<file path="src/rtl/sled_pkg.sv">
package sled_pkg;
    typedef enum logic [1:0] {
        DRV_OFF = 2'd0,
        DRV_HI  = 2'd1,
        DRV_LO  = 2'd2
    } drv_e;

    localparam int PHASES = 3;
endpackage

</file>
<file path="src/rtl/sled_target_map.sv">
module sled_target_map
    import sled_pkg::*;
(
    input  logic              step_mode,
    input  logic              mute_n,
    input  logic [PHASES-1:0] sel,
    output logic [PHASES-1:0] want_hi,
    output logic [PHASES-1:0] want_lo
);
    always_comb begin
        want_hi = '0;
        want_lo = '0;
        if (mute_n) begin
            if (step_mode) begin
                unique case (sel)
                    3'b000: begin want_hi = 3'b001; want_lo = 3'b010; end
                    3'b001: begin want_hi = 3'b001; want_lo = 3'b100; end
                    3'b011: begin want_hi = 3'b010; want_lo = 3'b100; end
                    3'b010: begin want_hi = 3'b010; want_lo = 3'b001; end
                    3'b110: begin want_hi = 3'b100; want_lo = 3'b001; end
                    3'b100: begin want_hi = 3'b100; want_lo = 3'b010; end
                    default: begin want_hi = '0; want_lo = '0; end
                endcase
            end else begin
                // full bridge on U/V
                want_hi[0] = sel[0] & ~sel[1];
                want_lo[1] = sel[0] & ~sel[1];
                want_hi[1] = sel[1] & ~sel[0];
                want_lo[0] = (sel[1] & ~sel[0]) | ~(sel[0] | sel[1]);
                if (~(sel[0] | sel[1])) want_lo[1] = 1'b1;
                // half bridge on W
                want_hi[2] = sel[2];
                want_lo[2] = ~sel[2];
            end
        end
    end
endmodule

</file>
<file path="src/rtl/sled_phase_gate.sv">
module sled_phase_gate
    import sled_pkg::*;
#(
    parameter int DEAD_CYC = 2
) (
    input  logic clk,
    input  logic rst_n,
    input  logic want_hi,
    input  logic want_lo,
    output logic hi_en,
    output logic lo_en
);
    localparam int CW = $clog2(DEAD_CYC + 1);
    localparam logic [CW-1:0] DEAD_V = CW'(DEAD_CYC);

    typedef struct packed {
        drv_e          drv;
        drv_e          side;
        logic [CW-1:0] offc;
    } gate_st_t;

    gate_st_t st_d, st_q;
    drv_e     tgt;
    logic [CW-1:0] offc_inc;

    always_comb begin
        tgt      = want_hi ? DRV_HI : (want_lo ? DRV_LO : DRV_OFF);
        offc_inc = (st_q.offc == DEAD_V) ? DEAD_V : st_q.offc + 1'b1;
        st_d     = st_q;
        if (tgt == DRV_OFF || (st_q.drv != DRV_OFF && st_q.drv != tgt)) begin
            st_d.drv  = DRV_OFF;
            st_d.offc = (st_q.drv == DRV_OFF) ? offc_inc : CW'(1);
        end else if (st_q.drv == DRV_OFF) begin
            if (st_q.side == DRV_OFF || st_q.side == tgt || st_q.offc >= DEAD_V) begin
                st_d.drv  = tgt;
                st_d.side = tgt;
            end else begin
                st_d.offc = offc_inc;
            end
        end
    end

    always_ff @(posedge clk or negedge rst_n) begin
        if (!rst_n) begin
            st_q <= '{drv: DRV_OFF, side: DRV_OFF, offc: DEAD_V};
        end else begin
            st_q <= st_d;
        end
    end

    assign hi_en = (st_q.drv == DRV_HI);
    assign lo_en = (st_q.drv == DRV_LO);

    assert_hi_then_open_R7: assert property (@(posedge clk) disable iff (!rst_n)
        hi_en |=> !lo_en);
    assert_lo_then_open_R7: assert property (@(posedge clk) disable iff (!rst_n)
        lo_en |=> !hi_en);
    assert_no_drive_without_target_R5: assert property (@(posedge clk) disable iff (!rst_n)
        (!want_hi && !want_lo) |=> (!hi_en && !lo_en));
endmodule

</file>
<file path="src/rtl/sled_fb_gate.sv">
module sled_fb_gate
    import sled_pkg::*;
(
    input  logic              clk,
    input  logic              rst_n,
    input  logic              step_mode,
    input  logic              standby,
    input  logic [PHASES-1:0] cmp_in,
    output logic [PHASES-1:0] fb_q
);
    logic [PHASES-1:0] fb_d;

    always_comb begin
        fb_d = (step_mode && !standby) ? cmp_in : '0;
    end

    always_ff @(posedge clk or negedge rst_n) begin
        if (!rst_n) fb_q <= '0;
        else        fb_q <= fb_d;
    end

    assert_fb_low_bridge_R11: assert property (@(posedge clk) disable iff (!rst_n)
        !step_mode |=> (fb_q == '0));
    assert_fb_low_standby_R12: assert property (@(posedge clk) disable iff (!rst_n)
        standby |=> (fb_q == '0));
endmodule

</file>
<file path="src/rtl/sled_step_decoder.sv">
module sled_step_decoder
    import sled_pkg::*;
#(
    parameter int DEAD_CYC = 2
) (
    input  logic        clk,
    input  logic        rst_n,
    input  logic        step_mode,
    input  logic        mute_n,
    input  logic        run,
    input  logic [2:0]  sel,
    input  logic [2:0]  cmp_in,
    output logic [2:0]  drv_hi,
    output logic [2:0]  drv_lo,
    output logic [2:0]  fb_out
);
    logic [PHASES-1:0] want_hi, want_lo;
    logic              standby;

    assign standby = !run && !mute_n;

    sled_target_map u_map (
        .step_mode (step_mode),
        .mute_n    (mute_n),
        .sel       (sel),
        .want_hi   (want_hi),
        .want_lo   (want_lo)
    );

    for (genvar p = 0; p < PHASES; p++) begin : g_phase
        sled_phase_gate #(.DEAD_CYC(DEAD_CYC)) u_gate (
            .clk     (clk),
            .rst_n   (rst_n),
            .want_hi (want_hi[p]),
            .want_lo (want_lo[p]),
            .hi_en   (drv_hi[p]),
            .lo_en   (drv_lo[p])
        );
    end

    sled_fb_gate u_fb (
        .clk       (clk),
        .rst_n     (rst_n),
        .step_mode (step_mode),
        .standby   (standby),
        .cmp_in    (cmp_in),
        .fb_q      (fb_out)
    );

    assert_mute_opens_all_R5: assert property (@(posedge clk) disable iff (!rst_n)
        !mute_n |=> (drv_hi == '0 && drv_lo == '0));
    assert_step_bad_code_open_R2: assert property (@(posedge clk) disable iff (!rst_n)
        (step_mode && sel[0] && sel[2]) |=> (drv_hi == '0 && drv_lo == '0));
    assert_fb_follows_R10: assert property (@(posedge clk) disable iff (!rst_n)
        (step_mode && !standby) |=> (fb_out == $past(cmp_in)));
endmodule

</file>
<file path="config.mk">
export PLATFORM = sky130hd
export DESIGN_NAME = sled_step_decoder
export DESIGN_NICKNAME = d
export VERILOG_FILES = /design/src/rtl/sled_pkg.sv /design/src/rtl/sled_target_map.sv /design/src/rtl/sled_phase_gate.sv /design/src/rtl/sled_fb_gate.sv /design/src/rtl/sled_step_decoder.sv
export SDC_FILE = /design/constraint.sdc
export NUM_CORES = 1
export LEC_CHECK = 0
export BUFFER_PORTS_ARGS = -buffer_cell sky130_fd_sc_hd__buf_2
export CAP_MARGIN = 20
export CORE_ASPECT_RATIO = 2
export CORE_MARGIN = 2
export CORE_UTILIZATION = 40
export DETAILED_ROUTE_END_ITERATION = 7
export PLACE_DENSITY = 0.71
export SYNTH_ARGS = -nofsm -noshare
export SYNTH_HDL_FRONTEND = slang
export SYNTH_SLANG_ARGS = --single-unit
</file>
<file path="constraint.sdc">
create_clock -name clk -period 4.05 [get_ports clk]
set_input_delay 0.81 -clock clk [delete_from_list [all_inputs] [get_ports clk]]
set_output_delay 0.81 -clock clk [all_outputs]
set_load 0.005 [all_outputs]
</file>
### After elaboration in Yosys (flattened, before gate mapping)

Index checks and enable logic that the tools add are counted.

| storage, ports and cells | value |
|---|---|
| flip-flop bits (word level) | 21 |
| bits of input ports | 11 |
| output and inout bits | 9 |
| word-level logic and storage cells | 136 |

| cells by class | value |
|---|---|
| add/sub/neg operators | 3 |
| $lt $le $gt $ge | 3 |
| equal/unequal tests | 23 |
| mux-type cells | 35 |
| bitwise gates (word level) | 11 |
| reduce and logical (&&, ||, !) cells | 51 |

Operators with widths:

| kind | number |
|---|---|
| $mux W2 | 21 |
| $logic_not A2 Y1 | 9 |
| $mux W6 | 3 |
| $pmux W3 S3 | 2 |
| $reduce_bool A2 Y1 | 9 |
| $mux W3 | 5 |
| $eq A2 B2 Y1 const B | 6 |
| $mux W4 | 3 |
| $reduce_and A2 Y1 | 6 |
| $reduce_or A2 Y1 | 6 |
| $logic_or A1 B1 Y1 | 9 |
| $reduce_and A3 Y1 | 3 |
| $not A1 Y1 | 7 |
| $add A2 B1 Y2 const B | 3 |
| $eq A2 B1 Y1 const B | 3 |
| $eq A2 B2 Y1 | 3 |
| $eq A3 B2 Y1 const B | 2 |
| $eq A3 B3 Y1 const B | 2 |
| $ge A2 B2 Y1 const B | 3 |
| $ne A2 B1 Y1 const B | 3 |
| $ne A2 B2 Y1 | 3 |
| $logic_and A1 B1 Y1 | 5 |
| $eq A3 B1 Y1 const B | 1 |
| $logic_not A1 Y1 | 3 |
| 4 further kinds | 6 |

### Depth between registers and ports, before layout

Gate-level depths: netlist (run 1).

| depth | value |
|---|---|
| depth in word-level cells | 13 |
| depth in mapped cells | 6 |
| depth with buffers taken out | 6 |

### By module

From an unflattened synthesis (run 1), not the netlist that was laid out.

| second synthesis, totals | value |
|---|---|
| cells, all modules | 137 |
| area total of the unflattened synthesis | 1260.0 um^2 |

Modules (own cells, without submodules):

| module | instances | cells an instance | area an instance (um^2) | sequential area each (um^2) |
|---|---|---|---|---|
| sled_phase_gate | 3 | 39 | 357.8 | 151.4 |
| sled_fb_gate | 1 | 6 | 101.3 | 75.1 |
| sled_target_map | 1 | 13 | 81.3 | 0.0 |
| sled_step_decoder | 1 | 1 | 3.8 | 0.0 |

### Worst setup path before layout (run 1)

Ideal clock, no wire load.

| timing path | value |
|---|---|
| path type | input -> register |
| from | input step_mode |
| to | register g_phase[0].u_gate.st_q[1] (netlist name) |
| library setup time | 0.080 ns |
| arrival time | 1.763 ns |
| required time | 3.970 ns |
| setup slack | 2.207 ns |
| cell stages on the path | 5 |
| buffers on the path | 1 |
| path through | buf_6 > and2b_1 > o311ai_4 > o211ai_1 > a32o_1 |

| on the way | value |
|---|---|
| longest elaborated chain between the ends | 9 |
| elaborated cells on any way between the ends | 17 |
| those cells by class | eq/ne: 3; mux: 7; reduce/logical: 7 |

RTL lines:

| element | line | RTL |
|---|---|---|
| from (decl) | sled_step_decoder.sv:8 | `input logic step_mode,` |
| $mux W3 | sled_target_map.sv:14 | `if (step_mode) begin` |
| $mux W3 | sled_target_map.sv:13 | `if (mute_n) begin` |
| $mux W2 | sled_phase_gate.sv:27 | `tgt = want_hi ? DRV_HI : (want_lo ? DRV_LO : DRV_OFF);` |
| $mux W2 * | sled_phase_gate.sv:27 |  |
| $eq A2 B2 Y1 / $ne A2 B2 Y1 (equally long branches) | sled_phase_gate.sv:34, sled_phase_gate.sv:30 |  |
| $logic_or A1 B1 Y1 / $logic_and A1 B1 Y1 (equally long branches) | sled_phase_gate.sv:34, sled_phase_gate.sv:30 |  |
| $logic_or A1 B1 Y1 (on tied branches) | sled_phase_gate.sv:34, sled_phase_gate.sv:30 |  |
| $ne A2 B1 Y1 (no source line) / $reduce_bool A2 Y1 (equally long branches) | -- |  |
| $reduce_and A2 Y1 (no source line) | -- |  |
| to (signal assigned) | sled_phase_gate.sv:45 | `st_q <= '{drv: DRV_OFF, side: DRV_OFF, offc: DEAD_V};` |
| to (signal assigned) | sled_phase_gate.sv:47 | `st_q <= st_d;` |
| to (decl) | sled_phase_gate.sv:22 | `gate_st_t st_d, st_q;` |

Every way passes the cells marked *; elsewhere a longest branch is shown, timed or not.
A chain may end at the register's enable or synchronous reset.

### Worst setup path after layout (run 1)

| timing path | value |
|---|---|
| from | input sel[0] |
| to | register g_phase[1].u_gate.st_q[0] (netlist name) |

| on the way | value |
|---|---|
| longest elaborated chain between the ends | 12 |
| elaborated cells on any way between the ends | 36 |
| those cells by class | eq/ne: 8; mux: 10; bitwise: 4; reduce/logical: 14 |

RTL lines:

| element | line | RTL |
|---|---|---|
| from (decl) | sled_step_decoder.sv:11 | `input logic [2:0] sel,` |
| $eq A3 B3 Y1, or another cell as far along | sled_target_map.sv:15 | `unique case (sel)` |
| $reduce_or A2 Y1 (no source line) | -- |  |
| $pmux W3 S3 | sled_target_map.sv:15 |  |
| $mux W3 | sled_target_map.sv:14 |  |
| $mux W3 | sled_target_map.sv:13 |  |
| $mux W2 | sled_phase_gate.sv:27 |  |
| $mux W2 * | sled_phase_gate.sv:27 |  |
| $eq A2 B2 Y1 / $ne A2 B2 Y1 (equally long branches) | sled_phase_gate.sv:34, sled_phase_gate.sv:30 |  |
| $logic_or A1 B1 Y1 / $logic_and A1 B1 Y1 (equally long branches) | sled_phase_gate.sv:34, sled_phase_gate.sv:30 |  |
| $logic_or A1 B1 Y1 (on tied branches) | sled_phase_gate.sv:34, sled_phase_gate.sv:30 |  |
| $ne A2 B1 Y1 (no source line) / $reduce_bool A2 Y1 (equally long branches) | -- |  |
| $reduce_and A2 Y1 (no source line) | -- |  |
| to (signal assigned) | sled_phase_gate.sv:45 |  |
| to (signal assigned) | sled_phase_gate.sv:47 |  |
| to (decl) | sled_phase_gate.sv:22 |  |

Marks and branches as above.

==> flow_summary.toml, run 1 <==
[timing]
finalHoldViolCount = 0
setup-tns-final_ns = 0
fmax_mhz = 533
fin_worst_skew_ns = 0.00516
drv_slew = 0
post-route-period-util_pct = 46.3
grt_setup_unrepaired = "false"
period_needed_ns = 1.88
worst_pin_slew_ns = 0.471
slew_headroom_pct = 68.6
setup_viol = 0

[clocking]
clkTransAtPathRegs_ns = 0.07
clock_latency_ns = 0.25
cts_resized = 0
postCtsSetupRepairBufs = 0
h-tree-depth = 1
postCtsHoldBufs = 0
clock_sinks = 21
cts-root-buf = "clkbuf_8"
cts_max_path_buffers = 2
cts_tree = "built"
cts_buffers = 3

[yosys]
async_flop_share_pct = 100
synth-simple-area-share_pct = 22.8
avgSynthCellArea_um2 = 9.77
ys_warn_count = 0
netlist.top_cell.by_area = "dfrtp_1"
synth_cell_type_count = 50
synthAdderAreaFrac_pct = 5.23
synth_top_area_share_pct = 31.4
netlist_top_cells_area = "dfrtp_1 31%, dfstp_2 5.5%, ha_1 5.2%, buf_4 3.7%, o311ai_4 3.7%"
syn_nets = 164
synth-xor-area-share_pct = 0
yosys-mux-area-fraction_pct = 0.697
yosysMostFrequentCell = "dfrtp_1"
ys_top_cells_by_count = "18 x dfrtp_1, 13 x nor2_1, 11 x inv_1, 8 x nor2b_1"
synth-seq-area-share_pct = 36.8
synth_ff_type = "dfrtp_1"
synth-compound-area-share_pct = 26.5
ys_seq_elements = 21
synth_top_family_by_area = "compound AO/OA/AOI/OAI gates"
synthCells = 147
synth_edf_count = 0
syn_area_um2 = 1440

[floorplanning]
start_util_pct = 42.1
dieArea_um2 = 4120
fp.dieH_um = 88.7
ios = 20
rows = 30
die_w_um = 46.4
core_area_um2 = 3420

[routing]
wl_per_cell_um = 13.8
drt-initial-drc-count = 39
postRouteAntennaNets = 0
wl_mm = 2.87
route.vias.total = 1154
remaining_drc_errors = 0
first_pass_iters = 4
post_drt_via_cell_ratio = 5.52

[placed_design]
portBuffers = 19
gp_congestion = 0.892
dpl.hpwl_mm = 2.30
dp.cells = 205

[finish]
area_growth_pct = 9.15
drive_above_1_share_pct = 27.3
finalNonFillerCells = 209
nNetsFinal = 179
post-route-util_pct = 45.9
num_antenna_cells = 0

[power_and_ir_drop]
total_power_mw = 0.891
leakage_nw = 0.704
peakVddDrop_uv = 347
power_density_nw_per_um2 = 568

[outcome]
status = "finished clean"

[grt]
antenna_found_initial = 0
grt_max_degree = 22
grt_pass1_vias = 1222
grt_pass1_wl_mm = 5.00
grt_overflow = 0
grt_usage_pct = 16.2

[worst_setup_path]
max_stage_delay_ns = 0.36
critPathRequiredTime_ns = 4.22
r2r_cells = 4
critPathCaptureType = "flop"
crit_type = "input pin to flop"
crit_slowest_cell = "nor2b_1"
crit_cells = 5
worstSetupStartpointType = "input pin"
path_buf_inv = 1
crit_path_cell_trace = "buf_2 > nor2b_1 > o311ai_4 > a211o_1 > a32oi_1"
worstPathMaxFanout = 12
arrival_ns = 2.05
crit_family = "compound AO/OA/AOI/OAI gates"

[min_path]
hold_class = "input pin to async pin"

[run]
cap_viol_max_count = 0
where the power goes:
part,switching [mW],internal (mW),total [mW]
Sequential,0.0680,0.290,0.358
Clock,0.0632,0.0699,0.133
Combinational,0.215,0.185,0.400
path summary, 6_finish.rpt:
path                            slack [ns]                                     to                                  start
worst max-delay path                  2.17  g_phase[1].u_gate.st_q[0]$_DFFE_PN0P_                                 sel[0]
worst min-delay path                  0.50  g_phase[0].u_gate.st_q[3]$_DFFE_PN0P_                                  rst_n
worst max register to register        2.46  g_phase[2].u_gate.st_q[3]$_DFFE_PN0P_  g_phase[2].u_gate.st_q[5]$_DFFE_PN0P_
worst min register to register        0.55  g_phase[2].u_gate.st_q[1]$_DFFE_PN1P_  g_phase[2].u_gate.st_q[1]$_DFFE_PN1P_
max in group asynchronous             3.19  g_phase[1].u_gate.st_q[1]$_DFFE_PN1P_                                  rst_n
min in group clk                      0.55  g_phase[2].u_gate.st_q[1]$_DFFE_PN1P_  g_phase[2].u_gate.st_q[1]$_DFFE_PN1P_
sequential cells by signal (all words and copies together) (netlist names):
name                 count
g_phase.u_gate.st_q     18
u_fb.fb_q                3
metal layers:
metal | vias up | GRT usage [%] | wire [µm]
li1 | 559 | - | -
met1 | 570 | 16.6 | 1090
met2 | 19 | 29.8 | 1630
met3 | 6 | 2.86 | 98
met4 | 0 | 7.27 | 61
met5 | - | 0 | 0
layout make-up:
| type | instances | area (µm²) |
|---|---|---|
| Fill cell | 338 | 1850 |
| Multi-Input combinational cell | 105 | 793 |
| Sequential cell | 21 | 529 |
| Timing Repair Buffer | 19 | 95.1 |
| Tap cell | 48 | 60.1 |
| Clock buffer | 4 | 45.0 |
| Inverter | 12 | 45.0 |
cell families (layout without fill, tap and decap cells):
| group | after synthesis | after routing |
|---|---|---|
| multiplexers | 1 | 1 |
| buffers and inverters | 21 | 35 |
| AO/OA/AOI/OAI | 43 | 43 |
| adder cells (fa/ha/maj) | 6 | 6 |
| flip-flops | 21 | 21 |
| AND/OR/NAND/NOR | 55 | 55 |
cells in the final DEF, fill, tap and decap left out, types with 2 or more instances in the layout:
cell      instances
a21oi_1           7
a22oi_1           2
a32o_1            2
a32oi_1           2
and2_1            7
buf_2            19
clkbuf_8          3
dfrtp_1          18
dfstp_2           3
ha_1              6
inv_1            11
nand2_1           4
nand3_1           2
nor2_1           13
nor2b_1           8
nor3_1            4
nor3b_1           2
nor4_2            3
o211ai_1          3
o21a_1            4
o21ai_0           3
o21ai_1           2
o311ai_4          2
or2_2             4
or3_1             2
stage by stage:
step           hold slack (ns)  instance area (µm²)  setup WS (ns)
2_1_floorplan            0.501                 1440           2.21
3_3_place_gp             0.511                 1520           1.98
3_5_place_dp             0.533                 1520           1.93
4_1_cts                  0.513                 1570           2.19
5_1_grt                  0.531                 1570           2.10
6_report                 0.500                 1570           2.17
Power figures use the tool's default switching activity.
==> run 2, diff against run 1 <==
Settings changed: ABC_AREA set to 1, PLACE_DENSITY 0.71 to 0.73.
Clock period 4.05 ns to 1.6 ns, I/O delays scaled along.
==> run 2 against run 1 <==
The flow now finishes with violations (negative hold slack); register-to-register slack worse by 2.2 ns; cell count is 24% higher; count of clock-buffer cells in the layout is 1 lower; clock power grew to 2.7 times the previous value; synthesized cell count is 32% higher; sequential power is 150% higher; combinational power is 140% higher; setup slack worse by 2.0 ns; first-iteration DRC count is 72% lower; highest routed layer unchanged.
==> flow_summary.toml, run 2 <==
[timing]
setup-tns-final_ns = 0
grt_setup_unrepaired = "false"
worst_pin_slew_ns = 0.470
post-route-period-util_pct = 88.8
setup_viol = 0
whs_ns = -0.00352
fin_worst_skew_ns = 0.00294
slew_headroom_pct = 68.7
period_needed_ns = 1.42
drv_slew = 0
fmax_mhz = 704
finalHoldViolCount = 6

[yosys]
synth_ff_type = "dfrtp_1"
syn_nets = 211
ys_seq_elements = 21
synth_cell_type_count = 23
synth_edf_count = 0
synth-seq-area-share_pct = 36.7
avgSynthCellArea_um2 = 7.44
yosysMostFrequentCell = "nand2_1"
ys_top_cells_by_count = "55 x nand2_1, 27 x inv_1, 19 x nor2_1, 18 x dfrtp_1, 15 x nand2_2"
netlist_top_cells_area = "dfrtp_1 31%, nand2_1 14%, inv_1 7.0%, nand2_2 6.5%, dfstp_2 5.5%"
ys_warn_count = 0
syn_area_um2 = 1440
netlist.top_cell.by_area = "dfrtp_1"
synth_top_area_share_pct = 31.2
synthCells = 194
async_flop_share_pct = 100

[finish]
nNetsFinal = 230
largest-register = "g_phase.u_gate.st_q"
finalNonFillerCells = 260
reg_top3 = "g_phase.u_gate.st_q (18), u_fb.fb_q (3)"
num_antenna_cells = 0
final_common_cell = "nand2_1"
drive_above_1_share_pct = 25.9
largest_reg_flops = 18
area_growth_pct = 11.4
post-route-util_pct = 47.1
final_cell_mix = "55 x nand2_1, 27 x inv_1, 19 x nor2_1, 19 x buf_2, 18 x dfrtp_1"
n_fill_cell = 361

[floorplanning]
ios = 20
dieArea_um2 = 4140
fp.dieH_um = 89.0
core_area_um2 = 3420
start_util_pct = 42.3
die_w_um = 46.5
rows = 30

[worst_setup_path]
critPathRequiredTime_ns = 1.28
worstSetupStartpointType = "flop"
arrival_ns = 1.10
crit_path_cell_trace = "inv_1 > nor2_1 > buf_2"
path_buf_inv = 2
critPathCaptureType = "primary output"
crit_family = "flip-flops"
crit_type = "flop to primary output"
worstPathMaxFanout = 7
max_stage_delay_ns = 0.49
crit_slowest_cell = "dfrtp_1"

[power_and_ir_drop]
switching_share_pct = 41.9
clkPwrFrac_pct = 16.0
internal_power_mw = 1.28
comb_power_share_pct = 44.1
power_density_nw_per_um2 = 1370
seqPwrFrac_pct = 39.9
total_power_mw = 2.21
leakage_nw = 0.910
p_switching_mw = 0.923
peakVddDrop_uv = 810

[routing]
route.vias.total = 1218
first_pass_iters = 3
post_drt_via_cell_ratio = 4.68
drt-initial-drc-count = 11
remaining_drc_errors = 0
wl_mm = 2.78
postRouteAntennaNets = 0
wl_per_cell_um = 10.7

[clocking]
cts_buffers = 3
cts_tree = "built"
h-tree-depth = 1
clock_latency_ns = 0.26
cts_resized = 0
clkTransAtPathRegs_ns = 0.08
cts-root-buf = "clkbuf_8"
postCtsSetupRepairBufs = 0
postCtsHoldBufs = 0
cts_max_path_buffers = 2
clock_sinks = 21

[grt]
grt_overflow = 0
grt_usage_pct = 17.0
grt_pass1_vias = 1258
grt_max_degree = 22
antenna_found_initial = 0
grt_pass1_wl_mm = 5.13

[placed_design]
dpl.hpwl_mm = 2.32
portBuffers = 19
dp.cells = 256
gp_congestion = 0.774

[outcome]
violations = "negative hold slack"
status = "complete, but fails checks"

[run]
cap_viol_max_count = 0

[min_path]
hold_class = "input pin to async pin"
-- run 2: cell count changes after synthesis, sizes merged, moves of 5 or more --
cell | before | now
inv | 12 | 30
and2 | 7 | 0
a21oi | 7 | 0
o21ai | 5 | 10
nor2b | 8 | 0
nor2 | 13 | 23
nand3 | 3 | 14
nand4 | 0 | 8
nand2 | 4 | 70
-- run 2: per-layer routing --
metal | GRT usage, % | wire length [µm] | vias to the layer above
met5 | 0 | 0 | -
met4 | 9.61 | 70 | 0
met3 | 2.02 | 30 | 6
met2 | 31.4 | 1650 | 12
met1 | 16.9 | 1030 | 563
li1 | - | - | 637
-- run 2: kinds of logic after synthesis --
family | share of synthesized area (%)
buf+inv | 11.2
fa+ha+maj | 5.20
simple gates | 41.3
flops | 36.7
compound gates | 5.63
-- run 2: worst paths after layout --
path | startpoint | endpoint | slack, ns | depth (start not counted)
worst min register to register | g_phase[2].u_gate.st_q[3]$_DFFE_PN0P_ | g_phase[2].u_gate.st_q[3]$_DFFE_PN0P_ | 0.48 | 2
worst max-delay path | g_phase[0].u_gate.st_q[5]$_DFFE_PN0P_ | drv_lo[0] | 0.18 | 3
worst max register to register | g_phase[0].u_gate.st_q[5]$_DFFE_PN0P_ | g_phase[0].u_gate.st_q[0]$_DFFE_PN0P_ | 0.28 | 6
min in group clk | cmp_in[1] | u_fb.fb_q[1]$_DFF_PN0_ | 0.25 | 3
worst min-delay path | rst_n | g_phase[1].u_gate.st_q[2]$_DFFE_PN0P_ | -0.004 | 1
max in group asynchronous | rst_n | g_phase[1].u_gate.st_q[1]$_DFFE_PN1P_ | 1.25 | 1
-- run 2: layout make-up --
class	count	area [µm²]	share of cell area [%]
Clock buffer	3	41.3	2.57
Clock inverter	1	5.00	0.311
Inverter	31	116	7.24
Multi-Input combinational cell	136	753	46.8
Sequential cell	21	529	32.9
Tap cell	48	60.1	3.74
Timing Repair Buffer	20	103	6.38
-- run 2: per-stage QoR --
step                cell area, µm²  setup WS, ns
floorplan                     1440         0.461
global placement              1560         0.197
detailed placement            1560         0.189
CTS                           1610         0.158
global route                  1610        0.0759
finish                        1610         0.179
-- run 2: power groups by stage --
stage | logic (mW) | registers (mW) | clock network (mW)
after floorplan | 0.794 | 0.855 | 0
after global placement | 0.966 | 0.890 | 0
after detailed placement | 0.992 | 0.893 | 0
after CTS | 0.997 | 0.883 | 0.375
after global routing | 1.14 | 0.903 | 0.386
final | 0.972 | 0.880 | 0.353
==> run 3, diff against run 2 <==
==> constraint.sdc (replaced) <==
create_clock -name clk -period 1.6 [get_ports clk]
set_input_delay 0.32 -clock clk [delete_from_list [all_inputs] [get_ports clk]]
set_output_delay 0.32 -clock clk [all_outputs]
set_load 0.05 [all_outputs]
==> run 3 against run 2 <==
The run still ends with negative hold slack left; routed wire length increased by 1.1%; critical path depth stayed put; setup slack worse by 0.069 ns; hold slack improved by 0.0028 ns; sequential power is 1% higher; critical endpoint unchanged.
==> flow_summary.toml, run 3 (synthesis results as in run 2) <==
[finish]
final_common_cell = "nand2_1"
reg_top3 = "g_phase.u_gate.st_q (18), u_fb.fb_q (3)"
n_fill_cell = 361
largest-register = "g_phase.u_gate.st_q"
final_cell_mix = "55 x nand2_1, 27 x inv_1, 19 x nor2_1, 19 x buf_2, 16 x dfrtp_1"
nNetsFinal = 229
final_area_um2 = 1600
num_antenna_cells = 0
largest_reg_flops = 18
drive_above_1_share_pct = 26.5
area_growth_pct = 11.0

[grt]
grt_overflow = 0
grt_pass1_vias = 1243
grt_usage_pct = 16.9
grt_pass1_wl_mm = 5.11
busiest_layer = "met2"
use_met1_pct = 16.6
use_met2_pct = 31.8
grtUsageMet3_pct = 1.21
antenna_found_initial = 0
grt_max_degree = 22

[placed_design]
place_ws_ns = 0.167
gp_congestion = 0.774
portBuffers = 19
dpl.hpwl_mm = 2.37
dpl_cell_area_um2 = 1550

[timing]
slew_headroom_pct = 68.3
post-route-period-util_pct = 93.1
setup-tns-final_ns = 0
finalHoldViolCount = 2
fin_worst_skew_ns = 0.00125
whs_ns = -0.000760
fmax_mhz = 671
worst_slack_ns = 0.110
worst_pin_slew_ns = 0.475
drv_slew = 0
period_needed_ns = 1.49
grt_setup_unrepaired = "false"
setup_viol = 0

[worst_setup_path]
path_buf_inv = 2
worstSetupStartpointType = "flop"
crit_family = "flip-flops"
critPathRequiredTime_ns = 1.28
crit_cells = 3
crit_type = "flop to primary output"
arrival_ns = 1.17
r2r_cells = 6
crit_path_cell_trace = "inv_1 > nor2_1 > buf_2"
crit_slowest_cell = "dfrtp_2"
max_stage_delay_ns = 0.45
worstPathMaxFanout = 7
critPathCaptureType = "primary output"

[routing]
post_drt_via_cell_ratio = 4.71
wl_per_cell_um = 10.8
route.vias.total = 1221
drt-initial-drc-count = 17
wl_mm = 2.81
remaining_drc_errors = 0
first_pass_iters = 5
postRouteAntennaNets = 0

[floorplanning]
dieArea_um2 = 4140
start_util_pct = 42.3
rows = 30
core_area_um2 = 3420
fp.dieH_um = 89.0
ios = 20
die_w_um = 46.5

[clocking]
h-tree-depth = 1
cts-root-buf = "clkbuf_8"
cts_buffers = 3
postCtsHoldBufs = 0
clock_latency_ns = 0.27
clkTransAtPathRegs_ns = 0.08
cts_max_path_buffers = 2
clock_sinks = 21
cts_tree = "built"

[outcome]
status = "complete, but fails checks"
violations = "negative hold slack"

[run]
cap_viol_max_count = 0

[min_path]
hold_class = "input pin to async pin"

[power_and_ir_drop]
total_power_mw = 2.32
peakVddDrop_uv = 766
power_density_nw_per_um2 = 1450
leakage_nw = 0.902
run 3: cell types whose count changed in the layout (fill, tap and decap cells not counted):
cell,delta
dfrtp_1,-2
dfrtp_2,+2
buf_4,-1
run 3: worst paths after layout:
kind	end	from	slack [ns]
setup / recovery	drv_lo[0]	g_phase[0].u_gate.st_q[5]$_DFFE_PN0P_	0.11
hold / removal	g_phase[1].u_gate.st_q[2]$_DFFE_PN0P_	rst_n	-0.0008
setup reg to reg	g_phase[1].u_gate.st_q[0]$_DFFE_PN0P_	g_phase[1].u_gate.st_q[5]$_DFFE_PN0P_	0.31
hold reg to reg	g_phase[2].u_gate.st_q[3]$_DFFE_PN0P_	g_phase[2].u_gate.st_q[3]$_DFFE_PN0P_	0.48
max in group asynchronous	g_phase[1].u_gate.st_q[1]$_DFFE_PN1P_	rst_n	1.25
min in group clk	u_fb.fb_q[2]$_DFF_PN0_	cmp_in[2]	0.25
run 3: where the power goes:
part	switching, mW	internal, mW
logic	0.721	0.357
registers	0.143	0.747
clock network	0.182	0.174
total	1.05	1.28
run 3: metrics by stage:
stage / util [%] / hold WS (ns) / std cells
3_3_place_gp: 45.5 / 0.300 / 255
6_report: 46.9 / -0.000760 / 259
5_1_grt: 46.9 / 0.0441 / 259
3_5_place_dp: 45.5 / 0.318 / 255
2_1_floorplan: - / 0.0244 / 194
4_1_cts: 46.8 / 0.0263 / 259
run 3: layout make-up:
cell class	instances	area [µm²]	area share [%]
clock buffers	3	41.3	2.58
clock inverters	1	5.00	0.312
inverters	31	116	7.26
multi-input cells	136	753	47.0
flip-flops and latches	21	532	33.2
well taps	48	60.1	3.75
repair buffers	19	95.1	5.93
run 3: metal layers:
layer	wire, µm	part of all wire [%]
met1	1010	36
met2	1640	58
met3	46	1.6
met4	110	3.9
met5	0	0
run 3: worst register-to-register path, stage by stage (launching register included):
cell and delay [ns]:
dfrtp_1 0.43, nor2_1 0.33, inv_1 0.13, nand4_1 0.13, nand2_2 0.07, nand2_1 0.05, nand2_1 0.05
run 3: repair_timing:
item	4_1_cts	5_1_grt
setup buffers	0	0
setup endpoints to repair	0	2
resized for setup	0	2
